## src/rtl/eth_hash_pkg.sv

```systemverilog
// Package: shared constants and types for the address hash filter.
// Assumes: a single clock domain; the constants are the defaults used by the top.
package eth_hash_pkg;

    // CRC-32 generator polynomial (bit 32 implied)
    localparam logic [31:0] HASH_POLY = 32'h04C1_1DB7;

    // Command sequencer states
    typedef enum logic [1:0] {
        HF_IDLE  = 2'd0,
        HF_SHIFT = 2'd1,
        HF_DONE  = 2'd2
    } hf_state_e;

endpackage

```

## src/rtl/eth_hash_crc.sv

```systemverilog
// Module: serial CRC engine that turns an address into a bin number.
// On start_i it latches the address in transmit bit order: first octet first,
// and least significant bit first inside each octet. It presets the CRC to
// all ones and then folds in one bit per clock for ADDR_W clocks. hash_o holds
// the top HASH_W bits of the CRC register.
// Assumes: ADDR_W is a multiple of 8, and start_i is not raised while running.
module eth_hash_crc #(
    parameter int ADDR_W = 48,
    parameter int CRC_W  = 32,
    parameter logic [CRC_W-1:0] POLY = 32'h04C1_1DB7,
    parameter int HASH_W = 6
) (
    input  logic              clk,
    input  logic              rst_n,
    input  logic              start_i,
    input  logic [ADDR_W-1:0] addr_i,
    output logic              last_o,
    output logic [HASH_W-1:0] hash_o
);

    localparam int CNT_W = $clog2(ADDR_W);

    logic [ADDR_W-1:0] ser_w;
    logic [ADDR_W-1:0] ser_q;
    logic [CRC_W-1:0]  crc_q;
    logic [CRC_W-1:0]  crc_d;
    logic [CNT_W-1:0]  cnt_q;
    logic              run_q;
    logic              fb_w;

    // Reorder the address so that bit 0 is the first bit to be hashed
    generate
        for (genvar k = 0; k < ADDR_W; k++) begin : g_order
            assign ser_w[k] = addr_i[ADDR_W - 8 - 8 * (k / 8) + (k % 8)];
        end
    endgenerate

    // One CRC step: shift toward the MSB and fold in the polynomial on feedback
    always_comb begin
        fb_w  = crc_q[CRC_W-1] ^ ser_q[0];
        crc_d = {crc_q[CRC_W-2:0], 1'b0} ^ (fb_w ? POLY : '0);
    end

    // Shift sequencer: load on start, then one address bit per clock
    always_ff @(posedge clk) begin
        if (!rst_n) begin
            run_q <= 1'b0;
            cnt_q <= '0;
            crc_q <= '1;
            ser_q <= '0;
        end else if (start_i) begin
            run_q <= 1'b1;
            cnt_q <= '0;
            crc_q <= '1;
            ser_q <= ser_w;
        end else if (run_q) begin
            crc_q <= crc_d;
            ser_q <= ser_q >> 1;
            cnt_q <= cnt_q + 1'b1;
            if (last_o) begin
                run_q <= 1'b0;
            end
        end
    end

    // Flag the step that folds in the final address bit
    assign last_o = run_q && (cnt_q == CNT_W'(ADDR_W - 1));

    // Bin bits: register index on top, bit index below it
    assign hash_o = crc_q[CRC_W-1 -: HASH_W];

endmodule

```

## src/rtl/eth_hash_tables.sv

```systemverilog
// Module: the two hash tables (index 0 = individual, 1 = group).
// Each table is NUM_REGS registers of REG_W bits. A write sets one bin and
// leaves the others alone. Clear zeroes both tables and wins over a write in
// the same cycle. The lookup and the read-back are combinational.
// Assumes: REG_W and NUM_REGS are powers of two.
module eth_hash_tables #(
    parameter int REG_W    = 16,
    parameter int NUM_REGS = 4,
    localparam int REG_IDX_W = $clog2(NUM_REGS),
    localparam int BIT_IDX_W = $clog2(REG_W)
) (
    input  logic                 clk,
    input  logic                 rst_n,
    input  logic                 clear_i,
    input  logic                 wr_i,
    input  logic                 grp_i,
    input  logic [REG_IDX_W-1:0] reg_i,
    input  logic [BIT_IDX_W-1:0] bit_i,
    input  logic [REG_IDX_W:0]   rd_sel_i,
    output logic                 hit_o,
    output logic [REG_W-1:0]     rd_data_o
);

    localparam int TBL_W = REG_W * NUM_REGS;
    localparam int BIN_W = REG_IDX_W + BIT_IDX_W;

    logic [BIN_W-1:0]         bin_w;
    logic [1:0]               hit_w;
    logic [1:0][REG_W-1:0]    rd_w;

    // Flat bin number inside a table
    assign bin_w = {reg_i, bit_i};

    generate
        for (genvar t = 0; t < 2; t++) begin : g_tbl
            logic [TBL_W-1:0] bits_q;

            // Table storage: clear wins, otherwise OR in the addressed bin
            always_ff @(posedge clk) begin
                if (!rst_n) begin
                    bits_q <= '0;
                end else if (clear_i) begin
                    bits_q <= '0;
                end else if (wr_i && (grp_i == 1'(t))) begin
                    bits_q[bin_w] <= 1'b1;
                end
            end

            assign hit_w[t] = bits_q[bin_w];
            assign rd_w[t]  = bits_q[rd_sel_i[REG_IDX_W-1:0] * REG_W +: REG_W];
        end
    endgenerate

    // Consult only the table that matches the address type
    assign hit_o     = hit_w[grp_i];
    assign rd_data_o = rd_w[rd_sel_i[REG_IDX_W]];

endmodule

```

## src/rtl/eth_hash_filter.sv

```systemverilog
// Module: top of the address hash filter.
// It takes a program or lookup command while idle, hashes the address over
// ADDR_W clocks, and then spends one done cycle. In that cycle a lookup
// reports accept, and a program command sets its bin at the closing edge.
// The address type is the I/G bit, which is the LSB of the first octet.
// Assumes: addr_i and cmd_set_i are valid in the cycle cmd_valid_i is taken.
module eth_hash_filter #(
    parameter int ADDR_W   = 48,
    parameter int CRC_W    = 32,
    parameter logic [CRC_W-1:0] POLY = eth_hash_pkg::HASH_POLY,
    parameter int REG_W    = 16,
    parameter int NUM_REGS = 4,
    localparam int REG_IDX_W = $clog2(NUM_REGS),
    localparam int BIT_IDX_W = $clog2(REG_W)
) (
    input  logic              clk,
    input  logic              rst_n,
    input  logic [ADDR_W-1:0] addr_i,
    input  logic              cmd_valid_i,
    input  logic              cmd_set_i,
    input  logic              clear_i,
    input  logic [REG_IDX_W:0] rd_sel_i,
    output logic [REG_W-1:0]  rd_data_o,
    output logic              busy_o,
    output logic              done_o,
    output logic              accept_o
);

    import eth_hash_pkg::*;

    localparam int HASH_W = REG_IDX_W + BIT_IDX_W;
    localparam int IG_POS = ADDR_W - 8;

    hf_state_e            state_q;
    logic                 grp_q;
    logic                 set_q;
    logic                 start_w;
    logic                 last_w;
    logic                 hit_w;
    logic [HASH_W-1:0]    hash_w;

    assign start_w = (state_q == HF_IDLE) && cmd_valid_i;

    // Command sequencer: idle -> hashing -> one done cycle
    always_ff @(posedge clk) begin
        if (!rst_n) begin
            state_q <= HF_IDLE;
            grp_q   <= 1'b0;
            set_q   <= 1'b0;
        end else begin
            case (state_q)
                HF_IDLE: begin
                    if (cmd_valid_i) begin
                        state_q <= HF_SHIFT;
                        grp_q   <= addr_i[IG_POS];
                        set_q   <= cmd_set_i;
                    end
                end
                HF_SHIFT: begin
                    if (last_w) begin
                        state_q <= HF_DONE;
                    end
                end
                default: state_q <= HF_IDLE;
            endcase
        end
    end

    eth_hash_crc #(
        .ADDR_W (ADDR_W),
        .CRC_W  (CRC_W),
        .POLY   (POLY),
        .HASH_W (HASH_W)
    ) crc_i (
        .clk     (clk),
        .rst_n   (rst_n),
        .start_i (start_w),
        .addr_i  (addr_i),
        .last_o  (last_w),
        .hash_o  (hash_w)
    );

    eth_hash_tables #(
        .REG_W    (REG_W),
        .NUM_REGS (NUM_REGS)
    ) tables_i (
        .clk       (clk),
        .rst_n     (rst_n),
        .clear_i   (clear_i),
        .wr_i      (done_o && set_q),
        .grp_i     (grp_q),
        .reg_i     (hash_w[HASH_W-1 -: REG_IDX_W]),
        .bit_i     (hash_w[BIT_IDX_W-1:0]),
        .rd_sel_i  (rd_sel_i),
        .hit_o     (hit_w),
        .rd_data_o (rd_data_o)
    );

    // Status and result outputs
    assign busy_o   = (state_q == HF_SHIFT);
    assign done_o   = (state_q == HF_DONE);
    assign accept_o = done_o && !set_q && hit_w;

endmodule

```

## config.mk

```make
export PLATFORM = sky130hd
export DESIGN_NAME = eth_hash_filter
export DESIGN_NICKNAME = d
export VERILOG_FILES = /design/src/rtl/eth_hash_pkg.sv /design/src/rtl/eth_hash_crc.sv /design/src/rtl/eth_hash_tables.sv /design/src/rtl/eth_hash_filter.sv
export SDC_FILE = /design/constraint.sdc
export NUM_CORES = 1
export LEC_CHECK = 0
export ABC_CLOCK_PERIOD_IN_PS = 3700
export BUFFER_PORTS_ARGS = -buffer_cell sky130_fd_sc_hd__buf_4
export CORE_MARGIN = 8
export CORE_UTILIZATION = 32
export CTS_CLUSTER_SIZE = 28
export DETAILED_ROUTE_END_ITERATION = 8
export PLACE_DENSITY_LB_ADDON = 0.25
export SYNTH_ARGS = -nofsm -noshare
export SYNTH_HDL_FRONTEND = slang
export SYNTH_HIERARCHICAL = 1
export SYNTH_SLANG_ARGS = --single-unit
```

## constraint.sdc

```tcl
create_clock -name clk -period 3.7 [get_ports clk]
set_input_delay 1.11 -clock clk [delete_from_list [all_inputs] [get_ports clk]]
set_output_delay 1.11 -clock clk [all_outputs]
set_load 0.02 [all_outputs]
```

# Yosys cells after proc, flatten, opt, wreduce, memory -nomap -nowiden
# Index checks and enable logic that the tools add are counted.
# word_totals
regBits	219
latchBits	0
ramBits	0
rom_bits	0
output_inout_bits	19
n_memories	0
# classes
add_sub_neg	1
n_mul	0
div_mod_pow	0
magnitude_cmp	4
n_eq_ne	5
shifts	2
muxes	19
bitwise	6
n_reduce_logical	15
# op_table
operator	n
64-bit OR	2
64-bit by 7-bit indexed part select with 16-bit output	2
48-bit 2-to-1 mux	2
16-bit 2-to-1 mux	2
32-bit bitwise XOR	1
27-bit 2-to-1 mux	1
1-bit binary-select mux with 6-bit select	2
1-bit logical AND	8
1-bit 2-to-1 mux	8
6-bit by 7-bit < comparator with 1-bit output, second input constant	1
6-bit by 1-bit adder with 6-bit output, second input constant	1
1-bit demux with 6-bit select	1
6-bit equality test, second input constant	1
6-bit by 1-bit greater-or-equal comparator with 1-bit output, second input constant	1
1-bit by 2-bit < comparator with 1-bit output, second input constant	2
2-bit 2-to-1 mux	2
2-bit one-hot mux with 2 select lines	1
2-bit AND reduction	2
2-bit OR reduction	2
2-bit by 1-bit equality test with 1-bit output, second input constant	1
2-bit equality test, second input constant	1
2-bit zero test	1
2-bit by 1-bit != test with 1-bit output, second input constant	1
2-bit != test, second input constant	1
other kinds (4)	5

# Logic depth before layout (Yosys ltp)
# depth
word_depth	5
depth_mapped	10
mapped_depth_nobuf	7

# Modules after synthesis
# The synthesis kept the hierarchy.
# modules_own_cells
module	instances	cells_each	area_per_inst_um2	seq_area_each_um2
eth_hash_tables	1	647	6082.1	2562.5
eth_hash_crc	1	374	3804.9	1741.7
eth_hash_filter	1	21	195.2	80.1

# Worst setup path before layout
# OpenSTA, ideal clock, no wires.
# synth_timing
path_kind	input to output
from	in rd_sel_i[0]
to	out rd_data_o[0]
arrival_time_ns	2.471
required_ns	2.590
path_slack_ns	0.119
cell_stages	4
cell_sequence	clkbuf_1 -> buf_2 -> mux4_2 -> mux2_2
# synth_between
elab_chain_cells	3
# synth_lines
item	line_no	source
start: declaration	eth_hash_filter.sv:22	input logic [REG_IDX_W:0] rd_sel_i,
64-bit by 7-bit indexed part select with 16-bit output	eth_hash_tables.sv:50	assign rd_w[t] = bits_q[rd_sel_i[REG_IDX_W-1:0] * REG_W +: REG_W];
16-bit 2-to-1 mux (not written as such) * (2 in a row)	eth_hash_tables.sv:56	assign rd_data_o = rd_w[rd_sel_i[REG_IDX_W]];
end: declaration	eth_hash_filter.sv:23	output logic [REG_W-1:0] rd_data_o,
# Every way passes the cells marked *; elsewhere a longest branch is shown, timed or not. The select of a mux whose other input is x is not followed.

# Worst setup path after layout
# layout_timing
from	reg crc_i.crc_q[28]
to	out accept_o
# layout_between
elab_chain_cells	5
# layout_lines
item	line_no	source
start: declaration	eth_hash_crc.sv:25	logic [CRC_W-1:0] crc_q;
start signal: assignment	eth_hash_crc.sv:57	crc_q <= crc_d;
1-bit binary-select mux with 6-bit select	eth_hash_tables.sv:49	assign hit_w[t] = bits_q[bin_w];
1-bit 2-to-1 mux (not written as such)	eth_hash_tables.sv:49	
1-bit 2-to-1 mux (not written as such) * (2 in a row)	eth_hash_tables.sv:55	assign hit_o = hit_w[grp_i];
via hit_w	eth_hash_filter.sv:39	logic hit_w;
1-bit logical AND *	eth_hash_filter.sv:102	assign accept_o = done_o && !set_q && hit_w;
end: declaration	eth_hash_filter.sv:26	output logic accept_o
# The timed path passes the listed nets; every way through them passes the cells marked *. The select of a mux whose other input is x is not followed.

==> run metrics <==
ANT cells=0; synth warn=6; CP endpoint kind=primary output; Arr. time, crit path=2.72 ns; Initial Utilization=32.2%; largest area contributor in the netlist=dfxtp_1; WP data required=2.59 ns; sequential area share after synthesis=43.5%; Detailed Route WL=30000 um; layout cells sized above 1=~25%; antenna viol nets, final=0; Ports=75; Crit Path Max Fanout=7; DP Worst Slack=0.174 ns; Final #Nets=between 1000 and 1500; Post-CTS Hold Fix Bufs=0; first-pass GRT wire length=47700 um; Initial DRC Count=approximately 670; minimum clock period=3.83 ns; register bit total from synthesis=219; syn avg cell area=9.68 sq um; Post-synth EDFFs=0; Mapped Area=between 10000 and 15000 sq um; power per cell area=432 nW/um^2; multi-input logic area=5370 sq um; Longest Clk Path Bufs=3; slowest stage delay, CP=0.39 ns; Die Y=194 um; number of global-route vias before repair=slightly above 8000; DP HPWL=21200 um; Critical path origin=crc_i/crc_q[28]$_SDFFE_PP1P_; total gr overflow=0; TritonRoute pass-1 iters=5; number of max-cap violations=0; worst hold path type=register to register; Critical Path End=accept_o; post-synthesis cell count=1042; DRC Markers=0; top cells by instance count after synthesis=dfxtp_1 (219), nor2_1 (157), a21oi_1 (137), nand2_1 (93), mux2i_1 (82); Max Fclk=261 MHz; core box area=31300 sq um; crit path kind=register to primary output; Worst path top cell family by delay=compound AO/OA/AOI/OAI gates; area delta synth->final=22.0%; Sink Count=219; IO Port Bufs=74; period utilisation layout=103%; share of the synthesized area in the top cell type=43.5%; synth unique cells=59; VDD IR max=roughly 0.32 mV; FF-to-FF setup slack=1.48 ns; final number of hold-violating endpoints=0; final worst setup slack=-0.128 ns; clk_lat worst skew=0.53 ns; CP max stage cell=dfxtp_4; GRT Overall Usage=between 10% and 20%; Worst setup SP type=register; syn_nets=1099; hold_sp=set_q$_SDFFE_PN0P_; Top FF cell, synth=dfxtp_1; Final Skew=0.0170 ns; Buf+Inv Stages, Crit Path=3; Site Rows=between 60 and 70; clock-pin slew on the worst setup and hold paths=0.06 ns; initial antenna violation count=0; R2R Path Start=state_q[1]$_SDFFE_PN0P_; largest net degree at the start of global routing=66; reg2reg path depth=6; final setup vio count=1; Slew Limit Headroom=between 30% and 40%; CTS Buf Count=25; non-filler cells in the finished layout=~1500; CP Cell Sequence=buf_12 > buf_4 > mux2_2 > a22oi_1 > a21oi_1 > o21ai_1 > o311ai_1 > o22a_1 > and3b_1 > buf_6; Die Width=~190 um; Final Max Tran Viols=0; status=finished with violations; RSZ-0062 raised after global routing=true; cells taking the most area after synthesis=dfxtp_1 (43%), mux4_2 (8.7%), mux2i_1 (8.1%), a21oi_1 (6.8%), nor2_1 (5.8%); static leakage=5.16 nW; Die ar.=37400 sq um; Crit path depth=10; placed insts=roughly 1500; routed length per instance=19.7 um; failing checks=negative setup slack; total vias in the final route=8194; FF+latch area=4400 sq um; final RePlAce weighted congestion=0.982; most frequent cell after synthesis=dfxtp_1; Via density=5.37; H-tree levels=1; fillers=3135; Slew @ Worst Pin=1.02 ns; asr flop ratio synth=0%; CTS root buf=clkbuf_16; TritonCTS clock tree=done; reg-to-reg endpoint=tables_i/g_tbl[0].bits_q[49]$_SDFFE_PP0P_
==> worst min-delay path by stage <==
stage | slack (ns) | end | depth (start not counted)
final | 0.47 | set_q$_SDFFE_PN0P_ | 2
after global routing | 0.49 | crc_i/crc_q[14]$_SDFFE_PP1P_ | 2
after CTS | 0.47 | set_q$_SDFFE_PN0P_ | 2
after detailed placement | 0.46 | set_q$_SDFFE_PN0P_ | 2
after global placement | 0.45 | set_q$_SDFFE_PN0P_ | 2
after floorplan | 0.44 | set_q$_SDFFE_PN0P_ | 2
==> power breakdown <==
group | leakage, nW | switching [W] | internal (W)
Combinational | 2.97 | 0.000213 | 0.000216
Sequential | 1.78 | 0.0000546 | 0.00242
Clock | 0.412 | 0.000983 | 0.00143
Total | 5.16 | 0.00125 | 0.00407
==> layer usage <==
| metal | track usage (%) | share of wire (%) | vias up |
|---|---|---|---|
| met5 | 0 | 0 | - |
| met4 | 5.67 | 3.5 | 0 |
| met3 | 3.97 | 8.1 | 70 |
| met2 | 24.7 | 44 | 332 |
| met1 | 20.4 | 44 | 3921 |
| li1 | - | - | 3871 |
==> stage by stage <==
step	util, %	TNS [ns]	hold slack (ns)	area, sq um	power, W
2_1_floorplan	-	0	0.439	10100	0.00282
3_3_place_gp	35.3	0	0.453	11100	0.00293
3_5_place_dp	35.3	0	0.460	11100	0.00294
4_1_cts	39.2	-0.0845	0.473	12300	0.00539
5_1_grt	39.3	-0.202	0.494	12300	0.00554
6_report	39.3	-0.128	0.468	12300	0.00532
==> cells by family (layout without fill, tap and decap cells) <==
logic type                 count (synthesis)  in the layout  share of synthesized area, %
DFF                                      219            219                          43.5
AOI/OAI and AO/OA                        252            252                          16.6
adders and majority gates                  1              1                         0.124
xor gates and xnor gates                  18             18                          1.64
muxes                                    152            152                          20.6
and+or+nand+nor                          303            303                          12.9
buffers and inverters                     97            180                          4.69
==> cell type report <==
type | instances | area share [%]
clock inverter | 12 | 0.783
multi-input combinational | 726 | 43.7
clock buffer | 33 | 5.82
tap | 402 | 4.09
timing repair buffer | 129 | 9.63
sequential | 219 | 35.8
inverter | 6 | 0.214
==> placed cells by master, fill, tap and decap left out, types with 4 or more instances in the layout <==
cell       netlist  routed
buf_12           0       9
clkbuf_8         0       6
nand2b_1         8       4
o21ai_0         11       7
a21oi_1        137     137
mux2_2          28      25
o21ai_1          1       4
nor2_2           5       6
a221oi_2         0       5
mux2i_1         82      80
clkbuf_16        0      25
xor2_1          15      15
dfxtp_4          0       4
mux4_2          39      40
a221oi_1        11       6
clkinv_2         0       8
dfxtp_1        219     215
nor2_1         157     156
o211a_1         47      47
nand2_1         93      92
buf_4           15     112
o211ai_1        14      14
nand3_1         11      11
nor2b_1          8       6
a22oi_1          6       5
==> tightest hold or removal path: stages (launching register included) <==
cell	delay, ns
dfxtp_1	0.31
nand2_1	0.05
mux2i_1	0.05
==> registers in the layout, indices dropped and copies added, names as in the netlist <==
| register | flops |
|---|---|
| crc_i/run_q | 1 |
| crc_i/ser_q | 48 |
| crc_i/crc_q | 32 |
| grp_q | 1 |
| tables_i/g_tbl.bits_q | 128 |
| state_q | 2 |
| crc_i/cnt_q | 6 |
| set_q | 1 |
==> timing repair <==
| action | in CTS | in global routing |
|---|---|---|
| buffers inserted | 16 | 1 |
| setup endpoints to repair | 1 | 1 |
| pin swaps | 14 | 8 |
| gates resized for setup | 44 | 8 |
| hold endpoints to repair | 0 | 0 |
| cloned | 4 | 0 |
No activity file was read; power rests on OpenSTA's default activity.
